File: src/rtl/tms_pkg.sv
package tms_pkg;
  localparam int CODE_W = 4;
  localparam int N_XOR  = 9;
  localparam int CODE_HIZ = 10;

  typedef enum logic [1:0] {DEC_NONE, DEC_MODE, DEC_RSVD} dec_kind_e;

  typedef struct packed {
    dec_kind_e          kind;
    logic [CODE_W-1:0]  code;
  } dec_t;

  // Width-to-mode mapping; unlisted widths inside the test band are reserved.
  function automatic dec_t decode_width(input int unsigned w);
    dec_t d;
    d.kind = DEC_NONE;
    d.code = '0;
    if (w >= 4 && w <= 8) begin
      d.kind = DEC_MODE;
      d.code = CODE_W'(w - 3);
    end else if (w == 14) begin
      d.kind = DEC_MODE; d.code = CODE_W'(6);
    end else if (w == 52) begin
      d.kind = DEC_MODE; d.code = CODE_W'(7);
    end else if (w == 53) begin
      d.kind = DEC_MODE; d.code = CODE_W'(8);
    end else if (w == 59) begin
      d.kind = DEC_MODE; d.code = CODE_W'(9);
    end else if (w == 60) begin
      d.kind = DEC_MODE; d.code = CODE_W'(CODE_HIZ);
    end else if (w >= 15 && w <= 58) begin
      d.kind = DEC_RSVD;
    end
    return d;
  endfunction
endpackage

File: src/rtl/tms_sync.sv
module tms_sync #(
  parameter int STAGES = 2
) (
  input  logic clk,
  input  logic rst_n,
  input  logic d,
  output logic q
);
  logic [STAGES-1:0] ff;

  generate
    if (STAGES == 1) begin : g_one
      always_ff @(posedge clk or negedge rst_n)
        if (!rst_n) ff <= '0;
        else        ff <= d;
    end else begin : g_many
      always_ff @(posedge clk or negedge rst_n)
        if (!rst_n) ff <= '0;
        else        ff <= {ff[STAGES-2:0], d};
    end
  endgenerate

  assign q = ff[STAGES-1];
endmodule

File: src/rtl/tms_pulse_counter.sv
module tms_pulse_counter #(
  parameter int CNT_MAX = 61,
  localparam int CW = $clog2(CNT_MAX + 1)
) (
  input  logic          clk,
  input  logic          rst_n,
  input  logic          pwr_good,
  input  logic          strobe_s,
  output logic [CW-1:0] count,
  output logic          release_o
);
  logic strobe_q;
  logic armed;

  always_ff @(posedge clk or negedge rst_n) begin
    if (!rst_n) begin
      strobe_q <= 1'b0;
      armed    <= 1'b0;
      count    <= '0;
    end else begin
      strobe_q <= strobe_s;
      armed    <= armed | strobe_s;
      if (!pwr_good || strobe_s)
        count <= '0;
      else if (armed && count != CW'(CNT_MAX))
        count <= count + 1'b1;
    end
  end

  assign release_o = strobe_s & ~strobe_q & armed & pwr_good;

  p_cnt_sat_r7: assert property (@(posedge clk) disable iff (!rst_n)
    count <= CW'(CNT_MAX));
  p_cnt_hold_r7: assert property (@(posedge clk) disable iff (!rst_n)
    (pwr_good && !strobe_s && armed && count == CW'(CNT_MAX)) |=> count == CW'(CNT_MAX));
  p_cnt_pg_r8: assert property (@(posedge clk) disable iff (!rst_n)
    !pwr_good |=> count == '0);
  p_cnt_unarmed_r9: assert property (@(posedge clk) disable iff (!rst_n)
    (!armed && !strobe_s) |=> count == '0);
endmodule

File: src/rtl/tms_range_decode.sv
module tms_range_decode
  import tms_pkg::*;
#(
  parameter int CW = 6
) (
  input  logic [CW-1:0] count,
  output dec_t          dec
);
  always_comb dec = decode_width(int'(count));
endmodule

File: src/rtl/tms_mode_latch.sv
module tms_mode_latch
  import tms_pkg::*;
#(
  parameter int LAT_CLKS = 3,
  localparam int DW = $clog2(LAT_CLKS + 1)
) (
  input  logic              clk,
  input  logic              rst_n,
  input  logic              pwr_good,
  input  logic              release_i,
  input  dec_t              dec_i,
  output logic [CODE_W-1:0] mode_code,
  output logic              hiz_en,
  output logic [N_XOR-1:0]  xor_en,
  output logic              active,
  output logic              rsvd_err
);
  logic              pend;
  logic [CODE_W-1:0] pend_code;
  logic [DW-1:0]     dly;

  // LAT_CLKS counts from the cycle the synchronized release is seen; minimum 2.
  always_ff @(posedge clk or negedge rst_n) begin
    if (!rst_n) begin
      pend      <= 1'b0;
      pend_code <= '0;
      dly       <= '0;
      mode_code <= '0;
      hiz_en    <= 1'b0;
      xor_en    <= '0;
      active    <= 1'b0;
      rsvd_err  <= 1'b0;
    end else begin
      rsvd_err <= 1'b0;
      if (!pwr_good) begin
        pend      <= 1'b0;
        mode_code <= '0;
        hiz_en    <= 1'b0;
        xor_en    <= '0;
        active    <= 1'b0;
      end else if (release_i) begin
        if (dec_i.kind == DEC_RSVD) begin
          rsvd_err <= 1'b1;
        end else begin
          pend      <= 1'b1;
          pend_code <= (dec_i.kind == DEC_MODE) ? dec_i.code : '0;
          dly       <= DW'(LAT_CLKS - 1);
        end
      end else if (pend) begin
        if (dly == DW'(1)) begin
          pend      <= 1'b0;
          mode_code <= pend_code;
          hiz_en    <= (pend_code == CODE_W'(CODE_HIZ));
          active    <= (pend_code != '0);
          for (int i = 0; i < N_XOR; i++)
            xor_en[i] <= (pend_code == CODE_W'(i + 1));
        end else begin
          dly <= dly - 1'b1;
        end
      end
    end
  end

  p_onehot_r6: assert property (@(posedge clk) disable iff (!rst_n)
    $onehot0({hiz_en, xor_en}));
  p_active_r6: assert property (@(posedge clk) disable iff (!rst_n)
    active == (|{hiz_en, xor_en}));
  p_pg_clear_r8: assert property (@(posedge clk) disable iff (!rst_n)
    !pwr_good |=> (mode_code == '0 && !active && !pend));
  p_err_pulse_r5: assert property (@(posedge clk) disable iff (!rst_n)
    rsvd_err |=> !rsvd_err);
  p_hold_r3: assert property (@(posedge clk) disable iff (!rst_n)
    (!pend && pwr_good) |=> $stable(mode_code));
endmodule

File: src/rtl/pw_test_mode_sel.sv
module pw_test_mode_sel
  import tms_pkg::*;
#(
  parameter int SYNC_STAGES = 2,
  parameter int CNT_MAX     = 61,
  parameter int LAT_CLKS    = 3,
  localparam int CW = $clog2(CNT_MAX + 1)
) (
  input  logic              clk,
  input  logic              rst_n,
  input  logic              pwr_good,
  input  logic              strobe_n,
  output logic [CODE_W-1:0] mode_code,
  output logic              hiz_en,
  output logic [N_XOR-1:0]  xor_en,
  output logic              active,
  output logic              rsvd_err
);
  logic          strobe_s;
  logic [CW-1:0] width;
  logic          rel;
  dec_t          dec;

  tms_sync #(.STAGES(SYNC_STAGES)) u_sync (
    .clk(clk), .rst_n(rst_n), .d(strobe_n), .q(strobe_s)
  );

  tms_pulse_counter #(.CNT_MAX(CNT_MAX)) u_cnt (
    .clk(clk), .rst_n(rst_n), .pwr_good(pwr_good), .strobe_s(strobe_s),
    .count(width), .release_o(rel)
  );

  tms_range_decode #(.CW(CW)) u_dec (
    .count(width), .dec(dec)
  );

  tms_mode_latch #(.LAT_CLKS(LAT_CLKS)) u_latch (
    .clk(clk), .rst_n(rst_n), .pwr_good(pwr_good), .release_i(rel),
    .dec_i(dec), .mode_code(mode_code), .hiz_en(hiz_en), .xor_en(xor_en),
    .active(active), .rsvd_err(rsvd_err)
  );
endmodule

File: config.mk
export PLATFORM = sky130hd
export DESIGN_NAME = pw_test_mode_sel
export DESIGN_NICKNAME = d
export VERILOG_FILES = /design/src/rtl/tms_pkg.sv /design/src/rtl/tms_sync.sv /design/src/rtl/tms_pulse_counter.sv /design/src/rtl/tms_range_decode.sv /design/src/rtl/tms_mode_latch.sv /design/src/rtl/pw_test_mode_sel.sv
export SDC_FILE = /design/constraint.sdc
export NUM_CORES = 1
export LEC_CHECK = 0
export BUFFER_PORTS_ARGS = -buffer_cell sky130_fd_sc_hd__buf_4
export CORE_ASPECT_RATIO = 0.7
export CORE_UTILIZATION = 45
export DETAILED_ROUTE_END_ITERATION = 8
export HOLD_SLACK_MARGIN = 0.08
export MAX_ROUTING_LAYER = met4
export SLEW_MARGIN = 20
export SYNTH_ARGS = -nofsm -noshare
export SYNTH_HDL_FRONTEND = slang
export SYNTH_SLANG_ARGS = --single-unit
File: constraint.sdc
create_clock -name clk -period 2.2 [get_ports clk]
set_input_delay 0.44 -clock clk [delete_from_list [all_inputs] [get_ports clk]]
set_output_delay 0.44 -clock clk [all_outputs]
set_load 0.02 [all_outputs]
## Word level (Yosys, flattened, before mapping)

Cells that the tools add are included.

- Memories: 0
- Memory bits (writable): 0
- Memory bits (read-only): 0
- Output and inout bits: 16
- Bits in registers: 33
- Word-level logic and storage cells: 100
- Bits of input ports: 4
- Bits in latches: 0

- $add $sub $neg: 3
- Mux-type cells: 39
- Order comparisons: 4
- Shift operators: 0
- Bitwise gates (word level): 6
- Reductions and logical operators: 11
- Multiply operators: 0
- Equal/unequal tests: 25
- Divide/modulo/power cells: 0

Operators with widths:

| cell | count |
|---|---|
| 6-bit two-way mux | 7 |
| 9-bit two-way mux | 4 |
| 6-bit equality test (second input constant) | 4 |
| 4-bit two-way mux | 6 |
| 4-bit by 3-bit equality test with 1-bit output (second input constant) | 4 |
| 1-bit two-way mux | 16 |
| 4-bit equality test (second input constant) | 3 |
| 2-bit two-way mux | 6 |
| 4-bit by 2-bit equality test with 1-bit output (second input constant) | 2 |
| 6-bit by 1-bit adder with 6-bit output (second input constant) | 1 |
| 6-bit by 4-bit equality test with 1-bit output (second input constant) | 1 |
| 6-bit by 3-bit >= comparator with 1-bit output (second input constant) | 1 |
| 6-bit by 4-bit >= comparator with 1-bit output (second input constant) | 1 |
| 6-bit by 4-bit less-or-equal comparator with 1-bit output (second input constant) | 1 |
| 6-bit less-or-equal comparator (second input constant) | 1 |
| 2-bit != test (second input constant) | 3 |
| 6-bit != test (second input constant) | 1 |
| 3-bit AND reduction | 2 |
| 2-bit by 1-bit equality test with 1-bit output (second input constant) | 2 |
| 4-bit by 1-bit equality test with 1-bit output (second input constant) | 1 |
| 2-bit by 1-bit != test with 1-bit output (second input constant) | 2 |
| 4-bit AND reduction | 1 |
| 2-bit nonzero test | 2 |
| 4-bit nonzero test | 1 |
| other kinds (10) | 15 |

## Logic depth before layout (Yosys ltp)

Gate-level depths: netlist of run 1.

- Depth in word-level cells: 13
- Gate-level depth with buffers: 8
- Depth with buffers taken out: 7

## Cells and area by module

Synthesis of run 1 repeated with hierarchy kept, for this count alone.

- Cell total of the unflattened synthesis: 179
- Area total of the unflattened synthesis: 1886.8 um2

By module, submodules not included:

| module | area an instance (um2) | sequential area each (um2) | times used | cells an instance |
|---|---|---|---|---|
| tms_mode_latch | 1046.0 | 575.6 | 1 | 99 |
| tms_pulse_counter | 471.7 | 200.2 | 1 | 41 |
| tms_range_decode | 319.1 | 0.0 | 1 | 37 |
| tms_sync | 50.0 | 50.0 | 1 | 2 |

## Least setup slack after synthesis of run 1

OpenSTA, ideal clock, no wires.

- Path kind: register to register
- Start: register u_cnt.count[0]
- End: register u_latch.dly[1]
- Cell stages (with the launch flop): 9
- Path buffers: 1
- Required time: 2076 ps
- Setup slack: 597 ps
- Library setup time: 124 ps
- Data arrival time: 1479 ps
- Clock period less this slack: 1603 ps
- Path through: dfrtp_1 -> clkbuf_1 -> inv_1 -> ha_1 -> nand2b_1 -> nand3_1 -> nand4bb_4 -> o21ai_1 -> a21oi_1

- Word-level cells in the longest chain between the ends: 12
- Elaborated cells on any way between the ends: 21
- Classes of those cells: order compare (4); eq/ne (7); mux (7); reduce/logical (3)

RTL lines:

| what | RTL line | source |
|---|---|---|
| start, declared | tms_pulse_counter.sv:9 | `output logic [CW-1:0] count,` |
| start signal, assigned | tms_pulse_counter.sv:26 | `count <= count + 1'b1;` |
| 6-bit by 4-bit >= comparator with 1-bit output or 6-bit less-or-equal comparator (tied branches) | tms_pkg.sv:31 | `end else if (w >= 15 && w <= 58) begin` |
| 1-bit logical AND | tms_pkg.sv:31 |  |
| 2-bit two-way mux | tms_pkg.sv:31 |  |
| 2-bit two-way mux | tms_pkg.sv:29 | `end else if (w == 60) begin` |
| 6-bit two-way mux | tms_pkg.sv:27 | `end else if (w == 59) begin` |
| 6-bit two-way mux | tms_pkg.sv:25 | `end else if (w == 53) begin` |
| 6-bit two-way mux | tms_pkg.sv:23 | `end else if (w == 52) begin` |
| 6-bit two-way mux | tms_pkg.sv:21 | `end else if (w == 14) begin` |
| 6-bit two-way mux * | tms_pkg.sv:18 | `if (w >= 4 && w <= 8) begin` |
| 2-bit equality test * | tms_mode_latch.sv:42 | `if (dec_i.kind == DEC_RSVD) begin` |
| 2-bit != test (no source line) * | n/a |  |
| 4-bit AND reduction (no source line) * | n/a |  |
| end signal, assigned | tms_mode_latch.sv:47 | `dly <= DW'(LAT_CLKS - 1);` |
| end signal, assigned | tms_mode_latch.sv:58 | `dly <= dly - 1'b1;` |
| end, declared | tms_mode_latch.sv:20 | `logic [DW-1:0] dly;` |

Mark *: on every way between the ends. The rest lies on a longest branch, timed or not.
A chain may end at the register's enable or synchronous reset.

## Final worst setup path of run 1

Same ends and word-level chain as after synthesis.

==> impl_metrics.env, run 1 <==
export IMPL_status="complete, no violations"
export IMPL_tritoncts="built"
export IMPL_vdd_drop_max_mv=0.390
export IMPL_fin_util_pct=55.2
export IMPL_r2r_end="u_latch.dly[1]$_DFFE_PN0P_"
export IMPL_dpl_cell_count=230
export IMPL_max_stage_delay_ps=500
export IMPL_design_area_um2=1980
export IMPL_dpl_instance_area_um2=1860
export IMPL_synth_cell_type_count=42
export IMPL_vias=1268
export IMPL_drive_above_1_share_pct=19.1
export IMPL_path_class="reg2reg"
export IMPL_netlist_instances=169
export IMPL_io_pins=20
export IMPL_clk_path_buf_depth=2
export IMPL_p_leak_nw=0.915
export IMPL_routedWlPerCell_um=13.6
export IMPL_grt_pass1_wl_um=5510
export IMPL_grt_overflow_total=0
export IMPL_ctsHoldBuffers=0
export IMPL_synth_seq_cells=33
export IMPL_antenna_left=0
export IMPL_r2r_slack_ps=390
export IMPL_cts_clk_slew_worst_paths_ps=70
export IMPL_coreArea_um2=3580
export IMPL_hold_path_class="in2async"
export IMPL_grt_setup_unrepaired="false"
export IMPL_stdcell_count=238
export IMPL_nFillCells=325
export IMPL_dieWidth_um=75.9
export IMPL_cts_sinks=33
export IMPL_die_h_um=53.7
export IMPL_p_per_area_nw_per_um2=692
export IMPL_root_buffer="clkbuf_8"
export IMPL_rows=18
export IMPL_multi_input_area_um2=803
export IMPL_grt_pass1_vias=1165
export IMPL_cts_buffers_inserted=5
export IMPL_syn_avg_cell_area_um2=10.2
export IMPL_synth_area_um2=1720
export IMPL_pre_cts_slack_ps=421
export IMPL_gp_congestion=0.833
export IMPL_vias_per_cell=5.33
export IMPL_nNetsFinal=196
export IMPL_met2_length_um=1380
export IMPL_cp_end_kind="flip-flop"
export IMPL_wl_um=3240
export IMPL_antennaDiodeCount=0
export IMPL_grt_total_usage_pct=18.5
export IMPL_cp_max_fo=9
export IMPL_area_growth_pct=14.9
export IMPL_r2r_start="u_cnt.count[0]$_DFFE_PN0P_"
export IMPL_firstDrtPassIters=4
export IMPL_async_reset_ff_share_pct=100
export IMPL_wl_met1_um=1700
export IMPL_holdWs_ps=81.4
export IMPL_regArea_um2=826
export IMPL_cts_setup_buffers=0
export IMPL_maxCapViolCount=0
export IMPL_path_buf_inv=0
export IMPL_arrival_ps=1970
export IMPL_skew_ps=10.9
export IMPL_seq_area_frac_synth_pct=48.0
export IMPL_final_cell_mix="dfrtp_1 (33), nand2_1 (26), buf_4 (20)"
export IMPL_cp_start_kind="flip-flop"
export IMPL_slew_headroom_pct=65.2
export IMPL_crit_family="compound AO/OA/AOI/OAI gates"
export IMPL_cp_required_ps=2360
export IMPL_fin_crit_sh_pct=82.3
export IMPL_drtIter0Drc=132
export IMPL_reg2reg_depth=6
export IMPL_hold_violations=0
export IMPL_p_total_mw=1.37
export IMPL_antenna_found_initial=0
export IMPL_wl_met3_um=118
export IMPL_top_layer="met4"
export IMPL_fin_ws_ps=389
export IMPL_grt_max_degree=34
export IMPL_start_util_pct=48.0
export IMPL_finalSetupViolations=0
export IMPL_cts_resized_gates=0
export IMPL_synth_edff_count=0
export IMPL_htree_levels=2
export IMPL_port_buffers=19
export IMPL_drc=0
export IMPL_mappedNetlistNets=178
export IMPL_worstPathCellList="ha_1, a211oi_1, o2bb2ai_1, nand4bb_4, o21ai_1, a21oi_1"
export IMPL_yosysWarnings=0
export IMPL_clk_latency_ps=290
export IMPL_period_minus_slack_ps=1810
export IMPL_dp_hpwl_um=2330
export IMPL_worstMarginPinSlew_ps=522
export IMPL_cp_slowest_cell="dfrtp_1"
export IMPL_tns_ps=0
export IMPL_report_final_slew_viol_count=0
export IMPL_die_area_um2=4080
export IMPL_max_freq_ghz=0.552
export IMPL_final_common_cell="dfrtp_1"
export IMPL_ys_flop_type="dfrtp_1"
==> kinds of logic (layout without fill, tap and decap cells) <==
group,after synthesis,count (layout),synth area share (%)
AND/OR/NAND/NOR,71,71,23.6
AO/OA/AOI/OAI,39,39,15.8
flip-flops,33,33,48.0
buffers and inverters,14,33,5.31
XOR/XNOR,6,6,3.05
adder cells (fa/ha/maj),5,5,3.64
multiplexers,1,1,0.582
==> worst max-delay path by stage <==
stage | start | endpoint | slack (ps) | cells after the start
2_1_floorplan | u_cnt.count[0]$_DFFE_PN0P_ | u_latch.dly[1]$_DFFE_PN0P_ | 600 | 8
3_3_place_gp | u_cnt.count[0]$_DFFE_PN0P_ | u_latch.dly[1]$_DFFE_PN0P_ | 480 | 6
3_5_place_dp | u_cnt.count[0]$_DFFE_PN0P_ | u_latch.dly[1]$_DFFE_PN0P_ | 420 | 6
4_1_cts | u_cnt.count[0]$_DFFE_PN0P_ | u_latch.dly[1]$_DFFE_PN0P_ | 400 | 6
5_1_grt | u_cnt.count[0]$_DFFE_PN0P_ | u_latch.dly[1]$_DFFE_PN0P_ | 230 | 6
6_report | u_cnt.count[0]$_DFFE_PN0P_ | u_latch.dly[1]$_DFFE_PN0P_ | 390 | 6
==> flip-flops by register name, summed over array words and instances (netlist names), 2 cells and up <==
name and count:
u_latch.dly 2, u_latch.xor_en 9, u_latch.pend_code 4, u_latch.mode_code 4, u_cnt.count 6, u_sync.ff 2
==> worst register-to-register path, stage by stage (launching register included) <==
cell	delay (ps)
dfrtp_1	500
ha_1	340
a211oi_1	240
o2bb2ai_1	110
nand4bb_4	230
o21ai_1	190
a21oi_1	90
==> cell type report <==
cell class	instances	share of cell area (%)
clock buffers	7	4.37
clock inverters	1	1.52
inverters	5	0.949
multi-input cells	122	40.6
flip-flops and latches	33	41.8
well taps	50	3.16
repair buffers	20	7.59
==> routing by layer <==
layer  GRT usage (%)  up-vias
li1                -      633
met3            4.92        6
met2            25.5       24
met1            25.4      605
met5               -        -
met4            8.65        0
==> report_power, final <==
group	internal (mW)	switching [mW]	total [mW]	leakage, nW
combinational	0.0487	0.0798	0.129	0.420
clock	0.369	0.211	0.580	0.0585
sequential	0.637	0.0220	0.659	0.437
total	1.06	0.313	1.37	0.915
==> cell usage after synthesis, types with 2 or more instances <==
master    count  area (um2)
nand2_1      26        97.6
o41ai_1       3        26.3
a21oi_1       4        20.0
o21ai_1       2        10.0
or3_1         2        12.5
buf_6         3        33.8
dfrtp_1      33         826
xor2_1        5        43.8
o21ai_0       7        35.0
buf_4         4        30.0
ha_1          5        62.6
nand4_1       5        31.3
o31ai_1       9        67.6
a211oi_1      3        22.5
a21o_1        3        22.5
nor2_1       14        52.6
inv_1         5        18.8
and2_1        2        12.5
a21oi_2       2        17.5
nand2b_1      5        31.3
nand3_1       6        30.0
Power figures use the tool's default switching activity.
==> inputs of run 2 (changes only) <==
Clock period 2.2 ns to 1.8 ns, I/O delays scaled along.
==> run 2 against run 1 <==
Wire length is 9.6% higher. Die area stayed put. Hold slack better by 100 ps. Sequential cell count stayed put. Register-to-register slack worse by 270 ps. First-iteration DRC count is 42% lower.
==> impl_metrics.env, run 2 (synthesized netlist as in run 1, its figures left out) <==
export IMPL_hold_path_startpoint="strobe_n"
export IMPL_reg_largest_list="u_latch.xor_en: 9 flops, u_cnt.count: 6 flops"
export IMPL_min_to="u_sync.ff[0]$_DFF_PN0_"
export IMPL_grt_pass1_wl_um=6200
export IMPL_worstPathCellList="inv_1, ha_2, nand4_1, a21oi_2, nand4bb_4, nand2b_4, a22o_1"
export IMPL_routedWlPerCell_um=14.6
export IMPL_path_class="reg2reg"
export IMPL_rows=18
export IMPL_min_delay_path_depth=1
export IMPL_die_area_um2=4080
export IMPL_root_buffer="clkbuf_8"
export IMPL_cp_slowest_cell="dfrtp_2"
export IMPL_nFillCells=308
export IMPL_cp_max_fo=7
export IMPL_clk_latency_ps=280
export IMPL_drc=0
export IMPL_cts_sinks=33
export IMPL_firstDrtPassIters=4
export IMPL_antenna_left=0
export IMPL_grt_setup_unrepaired="false"
export IMPL_vias=1318
export IMPL_largest_reg_flops=9
export IMPL_report_final_slew_viol_count=0
export IMPL_start_util_pct=48.0
export IMPL_max_stage_delay_ps=450
export IMPL_arrival_ps=1850
export IMPL_gp_congestion=0.823
export IMPL_htree_levels=2
export IMPL_grt_max_degree=34
export IMPL_grt_total_usage_pct=20.8
export IMPL_grt_pass1_vias=1239
export IMPL_cts_buffers_inserted=5
export IMPL_slew_headroom_pct=65.9
export IMPL_grt_overflow_total=0
export IMPL_wl_um=3550
export IMPL_antenna_found_initial=0
export IMPL_final_common_cell="dfrtp_1"
export IMPL_p_total_mw=1.80
export IMPL_tns_ps=0
export IMPL_nNetsFinal=201
export IMPL_cts_setup_buffers=0
export IMPL_r2r_slack_ps=120
export IMPL_cp_required_ps=1970
export IMPL_hold_path_class="in2reg"
export IMPL_max_freq_ghz=0.594
export IMPL_drtIter0Drc=76
export IMPL_period_minus_slack_ps=1680
export IMPL_dp_hpwl_um=2560
export IMPL_cts_clk_slew_worst_paths_ps=70
export IMPL_io_pins=20
export IMPL_reg2reg_depth=7
export IMPL_p_leak_nw=0.948
export IMPL_cp_start_kind="flip-flop"
export IMPL_p_per_area_nw_per_um2=876
export IMPL_final_cell_mix="dfrtp_1 (32), nand2_1 (26), buf_4 (23)"
export IMPL_drive_above_1_share_pct=22.8
export IMPL_maxCapViolCount=0
export IMPL_status="complete, no violations"
export IMPL_coreArea_um2=3580
export IMPL_path_buf_inv=1
export IMPL_crit_family="flip-flops"
export IMPL_port_buffers=19
export IMPL_r2r_end="u_latch.pend_code[0]$_DFFE_PN0P_"
export IMPL_vdd_drop_max_mv=0.589
export IMPL_skew_ps=7.89
export IMPL_hold_violations=0
export IMPL_dieWidth_um=75.9
export IMPL_vias_per_cell=5.42
export IMPL_r2r_start="u_cnt.count[1]$_DFFE_PN0P_"
export IMPL_tritoncts="built"
export IMPL_finalSetupViolations=0
export IMPL_antennaDiodeCount=0
export IMPL_cp_end_kind="flip-flop"
export IMPL_area_growth_pct=19.3
export IMPL_largest_register="u_latch.xor_en"
export IMPL_fin_crit_sh_pct=93.5
export IMPL_die_h_um=53.7
export IMPL_clk_path_buf_depth=2
export IMPL_worstMarginPinSlew_ps=512
[run 2: layout make-up]
type / instances / area, um2 / share of cell area [%]
multi-input cells: 122 / 808 / 39.4
clock inverters: 3 / 65.1 / 3.17
inverters: 5 / 18.8 / 0.914
clock buffers: 5 / 68.8 / 3.35
well taps: 50 / 62.6 / 3.05
repair buffers: 25 / 203 / 9.87
flip-flops and latches: 33 / 827 / 40.3
[run 2: per-stage QoR]
stage          setup WS (ps)  hold WS, ps  utilization [%]  instance area [um2]  cells
6_report                 117          182             57.3                 2050    243
5_1_grt                 2.68          176             57.3                 2050    243
4_1_cts                 50.5          179             57.2                 2050    243
3_5_place_dp            60.7          326             53.1                 1900    234
3_3_place_gp             105          314             53.1                 1900    234
2_1_floorplan            197         64.4                -                 1720    169
[run 2: power breakdown]
group / leakage, nW / total, mW / internal [mW] / switching [mW]
sequential: 0.435 / 0.804 / 0.779 / 0.0256
clock: 0.0681 / 0.819 / 0.550 / 0.269
combinational: 0.445 / 0.175 / 0.0698 / 0.105
[run 2: routing by layer]
| layer | part of all wire (%) | vias to the layer above | GRT usage [%] |
|---|---|---|---|
| met5 | 0 | - | - |
| met4 | 0.54 | 0 | 4.81 |
| met3 | 3.8 | 2 | 4.58 |
| met2 | 45 | 23 | 31.7 |
| met1 | 51 | 651 | 28.8 |
| li1 | - | 642 | - |
[run 2: what timing repair did]
item,CTS,global route
resized for setup,0,3
endpoints found under the setup margin,0,10
hold buffers,1,0
endpoints found under the hold margin,33,0
[run 2: how the worst max path moves through the flow]
stage | from | to | slack [ps] | cells after the start
3_3_place_gp | u_cnt.count[1]$_DFFE_PN0P_ | u_latch.pend_code[0]$_DFFE_PN0P_ | 100 | 7
2_1_floorplan | u_cnt.count[0]$_DFFE_PN0P_ | u_latch.dly[1]$_DFFE_PN0P_ | 200 | 8
4_1_cts | u_cnt.count[1]$_DFFE_PN0P_ | u_latch.pend_code[0]$_DFFE_PN0P_ | 50 | 7
6_report | u_cnt.count[1]$_DFFE_PN0P_ | u_latch.pend_code[0]$_DFFE_PN0P_ | 120 | 7
3_5_place_dp | u_cnt.count[1]$_DFFE_PN0P_ | u_latch.pend_code[0]$_DFFE_PN0P_ | 60 | 7
5_1_grt | u_cnt.count[1]$_DFFE_PN0P_ | u_latch.pend_code[0]$_DFFE_PN0P_ | 3 | 7
==> inputs of run 3 (changes only) <==
Settings changed: GPL_TIMING_DRIVEN set to 0.
==> run 3 against run 2 <==
Clock skew shrank 4.0 ps. Wire length down 2.5%. Combinational power is essentially flat.
==> impl_metrics.env, run 3 (synthesized netlist as in run 1, its figures left out) <==
export IMPL_die_h_um=53.7
export IMPL_max_stage_delay_ps=460
export IMPL_firstDrtPassIters=4
export IMPL_fin_ws_ps=102
export IMPL_dp_hpwl_um=2510
export IMPL_period_minus_slack_ps=1700
export IMPL_met3_usage_pct=5.25
export IMPL_htree_levels=2
export IMPL_pre_cts_slack_ps=-36.9
export IMPL_cp_start_kind="flip-flop"
export IMPL_drtIter0Drc=66
export IMPL_grt_total_usage_pct=19.5
export IMPL_nNetsFinal=204
export IMPL_grt_setup_unrepaired="false"
export IMPL_grt_max_degree=34
export IMPL_holdWs_ps=188
export IMPL_coreArea_um2=3580
export IMPL_rows=18
export IMPL_stdcell_count=246
export IMPL_vdd_drop_max_mv=0.498
export IMPL_p_per_area_nw_per_um2=773
export IMPL_fin_util_pct=57.0
export IMPL_area_growth_pct=18.6
export IMPL_reg2reg_depth=7
export IMPL_finalSetupViolations=0
export IMPL_routedWlPerCell_um=14.1
export IMPL_status="complete, no violations"
export IMPL_worstMarginPinSlew_ps=414
export IMPL_cts_sinks=33
export IMPL_clk_path_buf_depth=2
export IMPL_path_buf_inv=1
export IMPL_reg_largest_list="u_latch.xor_en: 9 flops, u_cnt.count: 6 flops"
export IMPL_wl_um=3460
export IMPL_path_depth=7
export IMPL_path_class="reg2reg"
export IMPL_dieWidth_um=75.9
export IMPL_grt_pass1_wl_um=5800
export IMPL_die_area_um2=4080
export IMPL_gp_congestion=0.909
export IMPL_use_met2_pct=28.2
export IMPL_vias_per_cell=5.38
export IMPL_crit_family="flip-flops"
export IMPL_cts_buffers_inserted=5
export IMPL_max_freq_ghz=0.589
export IMPL_root_buffer="clkbuf_8"
export IMPL_maxCapViolCount=0
export IMPL_antenna_found_initial=0
export IMPL_grtUsageMet1_pct=27.1
export IMPL_largest_register="u_latch.xor_en"
export IMPL_start_util_pct=48.0
export IMPL_dpl_cell_count=237
export IMPL_hold_violations=0
export IMPL_report_final_slew_viol_count=0
export IMPL_final_cell_mix="dfrtp_1 (32), nand2_1 (26), buf_4 (22)"
export IMPL_skew_ps=3.87
export IMPL_clk_latency_ps=280
export IMPL_final_common_cell="dfrtp_1"
export IMPL_cp_end_kind="flip-flop"
export IMPL_grt_overflow_total=0
export IMPL_cp_max_fo=7
export IMPL_cp_slowest_cell="dfrtp_2"
export IMPL_drive_above_1_share_pct=24.0
export IMPL_largest_reg_flops=9
export IMPL_arrival_ps=1870
export IMPL_io_pins=20
export IMPL_dpl_instance_area_um2=1920
export IMPL_hold_path_class="in2reg"
export IMPL_vias=1323
export IMPL_tritoncts="built"
export IMPL_antenna_left=0
export IMPL_nFillCells=291
export IMPL_fin_crit_sh_pct=94.4
export IMPL_cts_setup_buffers=0
export IMPL_grt_pass1_vias=1229
export IMPL_p_leak_nw=0.951
export IMPL_drc=0
export IMPL_grt_busiest_layer="met2"
export IMPL_worstPathCellList="inv_1, ha_1, nand4_1, a21oi_2, nand4bb_4, nand2b_4, a22o_1"
export IMPL_antennaDiodeCount=0
export IMPL_cts_clk_slew_worst_paths_ps=70
export IMPL_min_delay_path_depth=1
export IMPL_cp_required_ps=1970
export IMPL_design_area_um2=2040
export IMPL_slew_headroom_pct=72.4
export IMPL_port_buffers=18
==> run 3: final cells by class <==
class	instances	area, um2	area share [%]
repair buffers	19	145	7.11
inverters	5	18.8	0.920
clock buffers	7	96.3	4.72
flip-flops and latches	33	827	40.5
well taps	50	62.6	3.07
clock inverters	1	5.00	0.245
multi-input cells	122	810	39.7
plain buffers	9	76.3	3.74
==> run 3: timing repair <==
item                                   in CTS  in global routing
setup endpoints to repair                   3                  7
hold buffers                                1                  0
endpoints found under the hold margin      33                  0
gates cloned                                0                  0
resized for setup                           2                  4
pin swaps                                   0                  0
==> run 3: power by group <==
group          switching [mW]  leakage (nW)  total, mW  internal (mW)
clock                   0.257        0.0542      0.602          0.345
combinational           0.105         0.461      0.173         0.0680
sequential             0.0233         0.435      0.802          0.779
==> run 3: routing by layer <==
metal / wire [um] / share of wire, % / up-vias
met4: 17 / 0.49 / 0
li1: - / - / 644
met2: 1470 / 43 / 38
met3: 163 / 4.7 / 2
met5: 0 / 0 / -
met1: 1810 / 52 / 639
==> run 3: path summary, 6_finish.rpt <==
path | from | to | slack, ps
worst max-delay path | u_cnt.count[1]$_DFFE_PN0P_ | u_latch.pend_code[0]$_DFFE_PN0P_ | 100
worst min-delay path | strobe_n | u_sync.ff[0]$_DFF_PN0_ | 190
worst max register to register | u_cnt.count[1]$_DFFE_PN0P_ | u_latch.pend_code[0]$_DFFE_PN0P_ | 100
worst min register to register | u_sync.ff[0]$_DFF_PN0_ | u_sync.ff[1]$_DFF_PN0_ | 360
max in group asynchronous | rst_n | u_cnt.count[1]$_DFFE_PN0P_ | 920
min in group asynchronous | rst_n | u_cnt.count[2]$_DFFE_PN0P_ | 560
==> run 3: through the flow <==
| stage | TNS, ps | power, mW |
|---|---|---|
| after CTS | 0 | 1.60 |
| after global placement | -2.83 | 0.982 |
| after floorplan | 0 | 0.924 |
| final | 0 | 1.58 |
| after global routing | 0 | 1.66 |
| after detailed placement | -68.4 | 0.989 |
